### src/rtl/aout_pkg.sv
// Shared types and helpers for the analog output sequencer.
// Assumes: sample codes are offset binary, so mid-scale is the MSB alone.
package aout_pkg;

    typedef enum logic {
        S_IDLE = 1'b0,
        S_RUN  = 1'b1
    } seq_state_t;

    // Mid-scale code for a given sample width.
    function automatic logic [31:0] midscale(input int w);
        return 32'd1 << (w - 1);
    endfunction

endpackage

### src/rtl/aout_store.sv
// Circular sample store. Each push writes two samples: the low half of the
// word first, then the high half. A stream pop consumes the head. A wave pop
// only advances the read pointer, and wraps to the marked base once it
// reaches the write pointer.
// Assumes: DEPTH is a power of two, at least 2; the caller never pushes
// unless two entries are free, and never pops an empty store.
module aout_store #(
    parameter int SW    = 16,
    parameter int DEPTH = 32,
    localparam int PW   = $clog2(DEPTH),
    localparam int CW   = PW + 1
) (
    input  logic            clk,
    input  logic            rst_n,
    input  logic            clear,
    input  logic            push,
    input  logic [2*SW-1:0] push_word,
    input  logic            pop_stream,
    input  logic            pop_wave,
    input  logic            mark_base,
    output logic [SW-1:0]   head,
    output logic [CW-1:0]   fill
);

    logic [SW-1:0] mem [DEPTH];
    logic [PW-1:0] wr_ptr;
    logic [PW-1:0] rd_ptr;
    logic [PW-1:0] base_ptr;
    logic [PW-1:0] wr_nxt;
    logic [PW-1:0] rd_nxt;

    assign wr_nxt = wr_ptr + PW'(1);
    assign rd_nxt = rd_ptr + PW'(1);
    assign head   = mem[rd_ptr];

    // Sample array write: even sample at wr_ptr, odd sample right after it.
    always_ff @(posedge clk) begin
        if (push) begin
            mem[wr_ptr] <= push_word[SW-1:0];
            mem[wr_nxt] <= push_word[2*SW-1:SW];
        end
    end

    // Pointer and occupancy update.
    always_ff @(posedge clk) begin
        if (!rst_n || clear) begin
            wr_ptr   <= '0;
            rd_ptr   <= '0;
            base_ptr <= '0;
            fill     <= '0;
        end else begin
            if (push) begin
                wr_ptr <= wr_ptr + PW'(2);
            end
            if (pop_stream) begin
                rd_ptr <= rd_nxt;
            end else if (pop_wave) begin
                rd_ptr <= (rd_nxt == wr_ptr) ? base_ptr : rd_nxt;
            end
            if (mark_base) begin
                base_ptr <= rd_ptr;
            end
            fill <= fill + (push ? CW'(2) : CW'(0)) - (pop_stream ? CW'(1) : CW'(0));
        end
    end

endmodule

### src/rtl/aout_route.sv
// Output channel registers. A fired sample is loaded into channel 1 when
// to_ch1 is set, and into channel 0 otherwise, with a one-cycle strobe.
// Assumes: fire lasts one cycle for each sample taken.
module aout_route #(
    parameter int SW = 16,
    localparam int NCH = 2
) (
    input  logic          clk,
    input  logic          rst_n,
    input  logic          fire,
    input  logic          to_ch1,
    input  logic [SW-1:0] sample,
    output logic [SW-1:0] ch_data [NCH],
    output logic [NCH-1:0] ch_strb
);

    localparam logic [SW-1:0] MID = SW'(aout_pkg::midscale(SW));

    for (genvar c = 0; c < NCH; c++) begin : g_ch
        logic sel;
        assign sel = (c == 1) ? to_ch1 : !to_ch1;

        // Channel register: load on a selected fire, otherwise hold.
        always_ff @(posedge clk) begin
            if (!rst_n) begin
                ch_data[c] <= MID;
                ch_strb[c] <= 1'b0;
            end else begin
                ch_strb[c] <= fire && sel;
                if (fire && sel) begin
                    ch_data[c] <= sample;
                end
            end
        end
    end

endmodule

### src/rtl/aout_seq.sv
// Analog output sequencer top. Host words load a sample store. While the
// block is armed, each pace pulse takes one sample and routes it by take
// order to one or two channels. Streamed mode consumes the data; waveform
// mode replays the stored data in a loop and refuses new writes.
// Assumes: pace is a single-cycle enable from the converter clock domain,
// already synchronised to clk.
module aout_seq #(
    parameter int SAMPLE_W = 16,
    parameter int DEPTH    = 32,
    localparam int CW      = $clog2(DEPTH) + 1
) (
    input  logic                  clk,
    input  logic                  rst_n,
    input  logic                  cfg_wave,
    input  logic                  cfg_dual,
    input  logic                  start,
    input  logic                  stop,
    input  logic                  wr_valid,
    input  logic [2*SAMPLE_W-1:0] wr_data,
    output logic                  wr_ready,
    input  logic                  pace,
    output logic [SAMPLE_W-1:0]   dac0_data,
    output logic                  dac0_strb,
    output logic [SAMPLE_W-1:0]   dac1_data,
    output logic                  dac1_strb,
    output logic                  underrun,
    output logic                  active
);

    import aout_pkg::*;

    seq_state_t          state;
    logic                run_wave;
    logic                run_dual;
    logic                parity;
    logic                und_q;
    logic [CW-1:0]       fill;
    logic [SAMPLE_W-1:0] head;
    logic                tick_live;
    logic                fire;
    logic                starve;
    logic                push;
    logic                arm;
    logic [SAMPLE_W-1:0] ch_data [2];
    logic [1:0]          ch_strb;

    // Control decode for this cycle.
    always_comb begin
        tick_live = (state == S_RUN) && pace && !stop;
        fire      = tick_live && (fill != '0);
        starve    = tick_live && (fill == '0);
        arm       = (state == S_IDLE) && start && !stop;
        wr_ready  = !stop && ((state == S_IDLE) || !run_wave)
                    && (fill <= CW'(DEPTH - 2));
        push      = wr_valid && wr_ready;
    end

    // Sequencer state, latched configuration, take parity and underrun.
    always_ff @(posedge clk) begin
        if (!rst_n) begin
            state    <= S_IDLE;
            run_wave <= 1'b0;
            run_dual <= 1'b0;
            parity   <= 1'b0;
            und_q    <= 1'b0;
        end else if (stop) begin
            state  <= S_IDLE;
            parity <= 1'b0;
        end else begin
            if (arm) begin
                state    <= S_RUN;
                run_wave <= cfg_wave;
                run_dual <= cfg_dual;
                parity   <= 1'b0;
                und_q    <= 1'b0;
            end
            if (fire) begin
                parity <= !parity;
            end
            if (starve) begin
                und_q <= 1'b1;
            end
        end
    end

    aout_store #(
        .SW    (SAMPLE_W),
        .DEPTH (DEPTH)
    ) u_store (
        .clk        (clk),
        .rst_n      (rst_n),
        .clear      (stop),
        .push       (push),
        .push_word  (wr_data),
        .pop_stream (fire && !run_wave),
        .pop_wave   (fire && run_wave),
        .mark_base  (arm),
        .head       (head),
        .fill       (fill)
    );

    aout_route #(
        .SW (SAMPLE_W)
    ) u_route (
        .clk     (clk),
        .rst_n   (rst_n),
        .fire    (fire),
        .to_ch1  (run_dual && parity),
        .sample  (head),
        .ch_data (ch_data),
        .ch_strb (ch_strb)
    );

    assign dac0_data = ch_data[0];
    assign dac1_data = ch_data[1];
    assign dac0_strb = ch_strb[0];
    assign dac1_strb = ch_strb[1];
    assign underrun  = und_q;
    assign active    = (state == S_RUN);

endmodule

### config.mk
export PLATFORM = sky130hd
export DESIGN_NAME = aout_seq
export DESIGN_NICKNAME = d
export VERILOG_FILES = /design/src/rtl/aout_pkg.sv /design/src/rtl/aout_store.sv /design/src/rtl/aout_route.sv /design/src/rtl/aout_seq.sv
export SDC_FILE = /design/constraint.sdc
export NUM_CORES = 1
export LEC_CHECK = 0
export BUFFER_PORTS_ARGS = -buffer_cell sky130_fd_sc_hd__clkbuf_2
export CAP_MARGIN = 40
export CORE_MARGIN = 5
export CORE_UTILIZATION = 45
export DETAILED_ROUTE_END_ITERATION = 8
export PLACE_DENSITY = 0.63
export SKIP_CTS_REPAIR_TIMING = 1
export SLEW_MARGIN = 20
export SYNTH_ARGS = -nofsm -noshare
export SYNTH_HDL_FRONTEND = slang
export SYNTH_SLANG_ARGS = --single-unit
### constraint.sdc
create_clock -name clk -period 6.1 [get_ports clk]
set_input_delay 0.61 -clock clk [delete_from_list [all_inputs] [get_ports clk]]
set_output_delay 0.61 -clock clk [all_outputs]
set_load 0.005 [all_outputs]
* Word-level counts from Yosys, hierarchy flattened
Memory sizes are Yosys's and may differ from the RTL's. A register that Yosys moved wholly into a read port is not among the register bits. Index checks and enable logic that the tools add are counted.
Cells by class: $add $sub $neg 5, multipliers 0, div/mod/pow operators 0, order comparisons 1, equal/unequal tests 1, shift operators 0, mux-type cells 12, bitwise operators 3, reduce and logical (&&, ||, !) cells 29
Operators by type and width (number):
- 5-bit two-way mux | 5
- 1-bit logical AND | 14
- 5-bit by 1-bit adder with 5-bit output, second input constant | 2
- 6-bit adder | 1
- 6-bit by 5-bit <= comparator with 1-bit output, second input constant | 1
- 6-bit zero test | 1
- 1-bit two-way mux | 6
- 2-bit nonzero test | 3
- 6-bit nonzero test | 1
- 6-bit subtractor | 1
- 5-bit by 2-bit adder with 5-bit output, second input constant | 1
- 5-bit equality test | 1
- 1-bit zero test | 5
- 2-bit AND reduction | 2
- 1-bit NOT | 3
- 1-bit logical OR | 2
- 2-bit two-way mux | 1
- 2-bit OR reduction | 1
Storage, ports and cells: bits in registers 60, latch bits 0, bits in writable memories 512, ROM bits 0, bits of input ports 40, output and inout bits 37, memories 1
Memory list:
- u_store.mem | words 32, bits a word 16, rd ports 1, clocked after Yosys merged registers in 1, wr ports 2, RTL line aout_store.sv:25 | logic [SW-1:0] mem [DEPTH];

* Depth between registers and ports, before layout
Gate-level depths: netlist of run 1.
word-level depth 8, gate-level depth with buffers 15

* Modules after synthesis
A second synthesis of run 1 with hierarchy kept.
Unflattened totals: cell total of the unflattened synthesis 1037, area, all modules 22188.8 um2
By module, submodules not included:
- aout_store | times used 1, cells each 878, area each 20586.0 um2, sequential area each 15875.2 um2
- aout_route | times used 1, cells each 128, area each 1295.0 um2, sequential area each 680.7 um2
- aout_seq | times used 1, cells each 31, area each 307.8 um2, sequential area each 100.1 um2

* Worst setup path after synthesis of run 1
Ideal clock, no wire load.
kind in2reg, start point input port stop, end point memory u_store.mem[2][0] (enable), library setup time 0.461 ns, data arrival time 3.766 ns, slack 1.873 ns, stages 4, cell sequence a21oi_1 o2111ai_2 or3b_2 nor3_1
RTL lines:
- start, declared | RTL line aout_seq.sv:17 | input logic stop,
- end, declared | RTL line aout_store.sv:25

* Final worst setup path of run 1
start point register u_store.fill[2], end point register u_route.ch_data[28] (netlist name)
Between the ends: longest elaborated chain between the ends 3
Ends and longest elaborated chain:
- start, declared | RTL line aout_store.sv:22 | output logic [CW-1:0] fill
- start signal, assigned | RTL line aout_store.sv:63 | fill <= fill + (push ? CW'(2) : CW'(0)) - (pop_stream ? CW'(1) : CW'(0));
- 6-bit nonzero test | RTL line aout_seq.sv:50 | fire = tick_live && (fill != '0);
- 1-bit logical AND | RTL line aout_seq.sv:50
- 1-bit logical AND | RTL line aout_route.sv:30 | if (fire && sel) begin
- end signal, assigned by index | RTL line aout_route.sv:31 | ch_data[c] <= sample;
- end, declared | RTL line aout_route.sv:13 | output logic [SW-1:0] ch_data [NCH],
No other way between the ends. A chain may end at the register's enable or synchronous reset.

==> results of run 1 <==
==> synth_stat cells, types with 4 or more instances <==
master and count:
xnor2_1 10, a22oi_1 97, ha_1 12, nor2_1 32
nor2b_1 7, nand4_1 33, dfxtp_1 64, buf_2 45
a21oi_1 44, nand2_1 56, xor2_1 4, buf_1 9
a22o_1 30, nor3_1 5, clkbuf_1 22, edfxtp_1 512
mux2i_1 259, o21ai_0 5, nand3_1 52, inv_1 14
==> power groups by stage <==
stage	registers, uW	clock network (uW)	logic, uW
3_3_place_gp	4430	0	291
4_1_cts	4350	3240	304
3_5_place_dp	4430	0	302
5_1_grt	4350	3410	333
6_report	4350	3170	299
2_1_floorplan	4430	0	168
==> per-stage QoR <==
stage          utilization [%]  setup WS [ps]  cell area [um^2]  power (uW)  cells
5_1_grt                  52.13           3006             25570        8091   2156
3_3_place_gp             48.00           2851             23540        4721   2037
6_report                 52.13           3176             25570        7813   2156
2_1_floorplan                -           1873             22360        4597   1353
4_1_cts                  52.09           3175             25550        7895   2155
3_5_place_dp             48.68           2977             23880        4734   2051
==> worst min-delay path, stage by stage <==
cell,delay [ps]
clkbuf_2,100
nor2_1,40
nor2_1,60
==> metal layers <==
layer / routed length [um] / vias up
met4: 999 / 0
met1: 22670 / 6104
met3: 2502 / 74
li1: - / 5503
met2: 23880 / 297
met5: 0 / -
==> logic make-up (layout without fill, tap and decap cells) <==
kind of cell / Yosys count / count (layout) / share of synthesized area [%]
mux: 259 / 259 / 11.59
buf+inv: 93 / 232 / 1.869
flops: 576 / 576 / 74.48
fa+ha+maj: 13 / 13 / 0.7609
xor+xnor: 14 / 14 / 0.5483
compound gates: 191 / 191 / 6.127
simple gates: 207 / 207 / 4.622
==> state kept, by name, indices dropped and copies added, names as in the netlist, named ones only <==
signal and flops:
underrun 1, u_store.rd_ptr 5, u_store.mem 512, run_wave 1
active 1, u_route.ch_data 32, u_store.base_ptr 5, u_store.wr_ptr 4
parity 1, u_route.ch_strb 2, run_dual 1, u_store.fill 6
==> cell type report <==
type                    instances  area (um^2)  area share [%]
clock buffers                  77         1541           6.028
clock inverters                27        130.1          0.5089
flip-flops and latches        576        16660           65.15
well taps                     664        830.8           3.249
inverters                      14        52.55          0.2055
multi-input cells             684         5423           21.21
repair buffers                114        933.4           3.650
==> path summary, 6_finish.rpt <==
check                                           to  slack (ps)
setup / recovery  u_route.ch_data[28]$_SDFFE_PN0P_        3180
hold / removal                 active$_SDFFE_PP0P_         250
setup reg to reg  u_route.ch_data[28]$_SDFFE_PN0P_        3180
hold reg to reg   u_store.base_ptr[0]$_SDFFE_PP0P_         460
==> impl_metrics.env, run 1 <==
export IMPL_clock_sinks=576
export IMPL_r2r_cells=7
export IMPL_tns_ps=0
export IMPL_end_kind="flip-flop"
export IMPL_route_detailed_drc=0
export IMPL_p_clk_share_pct=40.5
export IMPL_grt_busiest_layer="met2"
export IMPL_worst_path_stages=7
export IMPL_worstHoldStart="start"
export IMPL_cp_start_kind="flip-flop"
export IMPL_max_stage_delay_ps=800
export IMPL_start_util_pct=45.59
export IMPL_timing_final_crit_share_pct=47.94
export IMPL_finalWeightedCongestion=0.7534
export IMPL_ys_seq_area_share_pct=74.48
export IMPL_fin_nets=1500
export IMPL_grt_use_met2_pct=30.03
export IMPL_syn2layout_area_growth_pct=14.35
export IMPL_cts_tree="yes"
export IMPL_design_core_area_um2=49050
export IMPL_swShare_pct=20.74
export IMPL_yosysTopAreaCell="edfxtp_1"
export IMPL_grt_max_degree=87
export IMPL_antenna_found_initial=0
export IMPL_drive_gt1_share_pct=14.75
export IMPL_netlist_cell_type_count=48
export IMPL_ir_drop_mv=0.2018
export IMPL_skew_ps=9.778
export IMPL_overflow=0
export IMPL_tightest_slew_ps=823.1
export IMPL_dp_hpwl_um=29190
export IMPL_internal_power_uw=6192
export IMPL_syn_nets=1406
export IMPL_cp_top_family="simple AND/OR/NAND/NOR gates"
export IMPL_drt_wl_total_um=50050
export IMPL_cp_startpoint="u_store.fill[2]$_SDFF_PP0_"
export IMPL_outcome="complete, no violations"
export IMPL_synth_area_um2=22360
export IMPL_syn_area_per_cell_um2=16.53
export IMPL_power_leakage_uw=0.007933
export IMPL_syn_inst=1353
export IMPL_htree_levels=2
export IMPL_p_switching_uw=1620
export IMPL_min_path_cells=3
export IMPL_die_h_um=232.9
export IMPL_via_per_inst=5.556
export IMPL_via_count=11980
export IMPL_timing_fmax_mhz=342.0
export IMPL_drv_slew=0
export IMPL_drtAntennaViolNets=0
export IMPL_setup_viol=0
export IMPL_cts_clk_slew_worst_paths_ps=60
export IMPL_antenna_cells=0
export IMPL_port_buffers=76
export IMPL_critPathRequiredTime_ps=6640
export IMPL_clk_path_buf_depth=3
export IMPL_slew_headroom_pct=45.00
export IMPL_use_met3_pct=3.539
export IMPL_first_global_vias=12280
export IMPL_holdWs_ps=254.2
export IMPL_grt_pass1_wl_um=76240
export IMPL_cts_root_buf="clkbuf_16"
export IMPL_async_reset_ff_share_pct=0
export IMPL_cap_violations=0
export IMPL_r2r_start="u_store.fill[2]$_SDFF_PP0_"
export IMPL_crit_type="reg -> reg"
export IMPL_worstPathCellList="inv_1 -> ha_1 -> and4bb_4 -> nor2_1 -> and3_1 -> buf_4 -> a22o_1"
export IMPL_grt_use_total_pct=18.50
export IMPL_p_per_area_nw_per_um2=305.5
export IMPL_layout_common_cells="512 x edfxtp_1, 259 x mux2i_1, 97 x a22oi_1, 76 x clkbuf_2, 63 x dfxtp_1"
export IMPL_critPathBufInv=2
export IMPL_ys_ff_latch=576
export IMPL_finalCriticalPeriod_ps=2924
export IMPL_die_area_um2=54250
export IMPL_synthDominantCellAreaShare_pct=68.75
export IMPL_nFillCells=3972
export IMPL_grt_util_met1_pct=26.13
export IMPL_power_frac_seq_pct=55.6
export IMPL_crit_slowest_cell="and3_1"
export IMPL_crit_fanout=11
export IMPL_crit_arrival_ps=3460
export IMPL_yosysWarnings=0
export IMPL_dieWidth_um=232.9
export IMPL_synthTopCellsByArea="edfxtp_1 69%, mux2i_1 12%, dfxtp_1 5.7%, a22oi_1 3.3%, a22o_1 1.2%"
export IMPL_wl_per_cell_um=23.22
export IMPL_ios=77
export IMPL_clkLatencyLatePin_ps=600
export IMPL_rsz0062_at_grt="no"
export IMPL_power_frac_comb_pct=3.8
export IMPL_drtIter0Drc=923
export IMPL_ys_flop_type="edfxtp_1"
export IMPL_min_path_type="in -> reg"
export IMPL_hold_viol=0
export IMPL_cts_buffers=57
export IMPL_rows=81
export IMPL_drt_pass1_iterations=5
export IMPL_mostFrequentLayoutCell="edfxtp_1"
export IMPL_synth_edf_count=512
Power figures use the tool's default switching activity.
==> inputs of run 2 (changes only) <==
==> constraint.sdc (replaced) <==
create_clock -name clk -period 3 [get_ports clk]
set_input_delay 0.3 -clock clk [delete_from_list [all_inputs] [get_ports clk]]
set_output_delay 0.3 -clock clk [all_outputs]
set_load 0.005 [all_outputs]
==> impl_metrics.env, run 2 (synthesis gave the netlist of run 1 again) <==
export IMPL_outcome="complete, no violations"
export IMPL_slew_headroom_pct=51.96
export IMPL_overflow=0
export IMPL_regMostFlops="u_store.mem"
export IMPL_dp_hpwl_um=29450
export IMPL_reg_largest_list="u_store.mem: 512 flops, u_route.ch_data: 32 flops, u_store.fill: 6 flops"
export IMPL_timing_fmax_mhz=372.4
export IMPL_largest_reg_flops=512
export IMPL_tns_ps=0
export IMPL_via_count=12220
export IMPL_hold_viol=0
export IMPL_grt_pass1_wl_um=77050
export IMPL_critPathRequiredTime_ps=3470
export IMPL_post_dp_cell_area_um2=24150
export IMPL_drt_pass1_iterations=9
export IMPL_power_leakage_uw=0.008162
export IMPL_start_util_pct=45.59
export IMPL_grt_use_total_pct=18.85
export IMPL_drt_wl_total_um=51130
export IMPL_layout_common_cells="512 x edfxtp_1, 259 x mux2i_1, 97 x a22oi_1, 76 x clkbuf_2, 63 x dfxtp_1"
export IMPL_cts_root_buf="clkbuf_16"
export IMPL_antenna_found_initial=1
export IMPL_drtAntennaViolNets=0
export IMPL_grt_max_degree=65
export IMPL_rows=81
export IMPL_die_h_um=232.9
export IMPL_dp_cells=2073
export IMPL_swShare_pct=20.33
export IMPL_final_cell_area_um2=26120
export IMPL_worstPathCellList="inv_1 -> ha_1 -> and4bb_4 -> or2_1 -> nor2_1 -> ha_1 -> inv_1 -> ha_1 -> inv_1 -> fa_1 -> o21bai_1 -> a21oi_1 -> xnor2_1 -> nor2_1"
export IMPL_holdWs_ps=47.05
export IMPL_min_path_type="in -> reg"
export IMPL_route_detailed_drc=0
export IMPL_clock_sinks=576
export IMPL_crit_type="reg -> reg"
export IMPL_first_global_vias=12360
export IMPL_timing_final_crit_share_pct=89.52
export IMPL_cap_violations=0
export IMPL_p_per_area_nw_per_um2=641.2
export IMPL_cts_buffers=57
export IMPL_cp_start_kind="flip-flop"
export IMPL_tightest_slew_ps=720.5
export IMPL_max_stage_delay_ps=430
export IMPL_cts_tree="yes"
export IMPL_antenna_cells=0
export IMPL_ir_drop_mv=0.4837
export IMPL_power_frac_comb_pct=3.7
export IMPL_rsz0062_at_grt="no"
export IMPL_mostFrequentLayoutCell="edfxtp_1"
export IMPL_p_switching_uw=3405
export IMPL_finalCriticalPeriod_ps=2685
export IMPL_syn2layout_area_growth_pct=16.79
export IMPL_nFillCells=3977
export IMPL_p_clk_share_pct=43.5
export IMPL_drv_slew=0
export IMPL_cts_clk_slew_worst_paths_ps=60
export IMPL_finalNonFillerCells=2183
export IMPL_setup_viol=0
export IMPL_dieWidth_um=232.9
export IMPL_wl_per_cell_um=23.42
export IMPL_clk_path_buf_depth=3
export IMPL_fin_nets=1524
export IMPL_ios=77
export IMPL_power_frac_seq_pct=52.8
export IMPL_skew_ps=30.10
export IMPL_internal_power_uw=13340
export IMPL_end_kind="flip-flop"
export IMPL_fin_util_pct=53.24
export IMPL_die_area_um2=54250
export IMPL_port_buffers=76
export IMPL_design_core_area_um2=49050
export IMPL_finalWeightedCongestion=0.7876
export IMPL_crit_slowest_cell="fa_1"
export IMPL_crit_arrival_ps=3160
export IMPL_via_per_inst=5.598
export IMPL_clkLatencyLatePin_ps=640
export IMPL_crit_fanout=9
export IMPL_drive_gt1_share_pct=16.39
export IMPL_drtIter0Drc=846
export IMPL_htree_levels=2
-- run 2: path summary, 6_finish.rpt --
check / start / endpoint / slack, ps / cells past startpoint
setup reg to reg: u_store.fill[2]$_SDFF_PP0_ / u_store.fill[5]$_SDFF_PP0_ / 310 / 14
setup / recovery: u_store.fill[2]$_SDFF_PP0_ / u_store.fill[5]$_SDFF_PP0_ / 310 / 14
hold / removal: rst_n / run_wave$_SDFFE_PN0P_ / 50 / 2
hold reg to reg: u_store.base_ptr[0]$_SDFFE_PP0P_ / u_store.base_ptr[0]$_SDFFE_PP0P_ / 460 / 2
-- run 2: power groups by stage --
stage               clock network [uW]  logic, uW  registers, uW
floorplan                            0        345           9000
global placement                     0        606           9000
detailed placement                   0        622           9010
CTS                               7420        626           8840
global route                      7770        692           8840
finish                            7290        619           8840
-- run 2: critical path: cells and delay by family, from the launching register on --
kind / cells / cell delay [ps]
adder cells (fa/ha/maj): 4 / 930
AO/OA/AOI/OAI: 2 / 250
flip-flops: 1 / 350
buffers and inverters: 3 / 210
AND/OR/NAND/NOR: 4 / 680
XOR/XNOR: 1 / 140
-- run 2: cell type report --
type / count / area, um^2 / share of cell area, %
clock buffer: 73 / 1496 / 5.730
clock inverter: 34 / 437.9 / 1.677
inverter: 14 / 52.55 / 0.2012
multi-input combinational: 684 / 5448 / 20.86
sequential: 576 / 16660 / 63.79
tap: 664 / 830.8 / 3.181
timing repair buffer: 138 / 1191 / 4.561
-- run 2: routing by layer --
layer | up-vias | GRT usage, % | wire [um]
met5 | - | 0 | 7
met4 | 2 | 3.821 | 800
met3 | 63 | 4.686 | 3932
met2 | 388 | 30.01 | 23930
met1 | 6210 | 26.72 | 22460
li1 | 5558 | - | -
-- run 2: through the flow --
step	worst slack (ps)	total power, uW
CTS	287.3	16880
floorplan	-294.7	9347
global route	63.64	17300
finish	314.5	16750
global placement	339.9	9611
detailed placement	289.5	9629
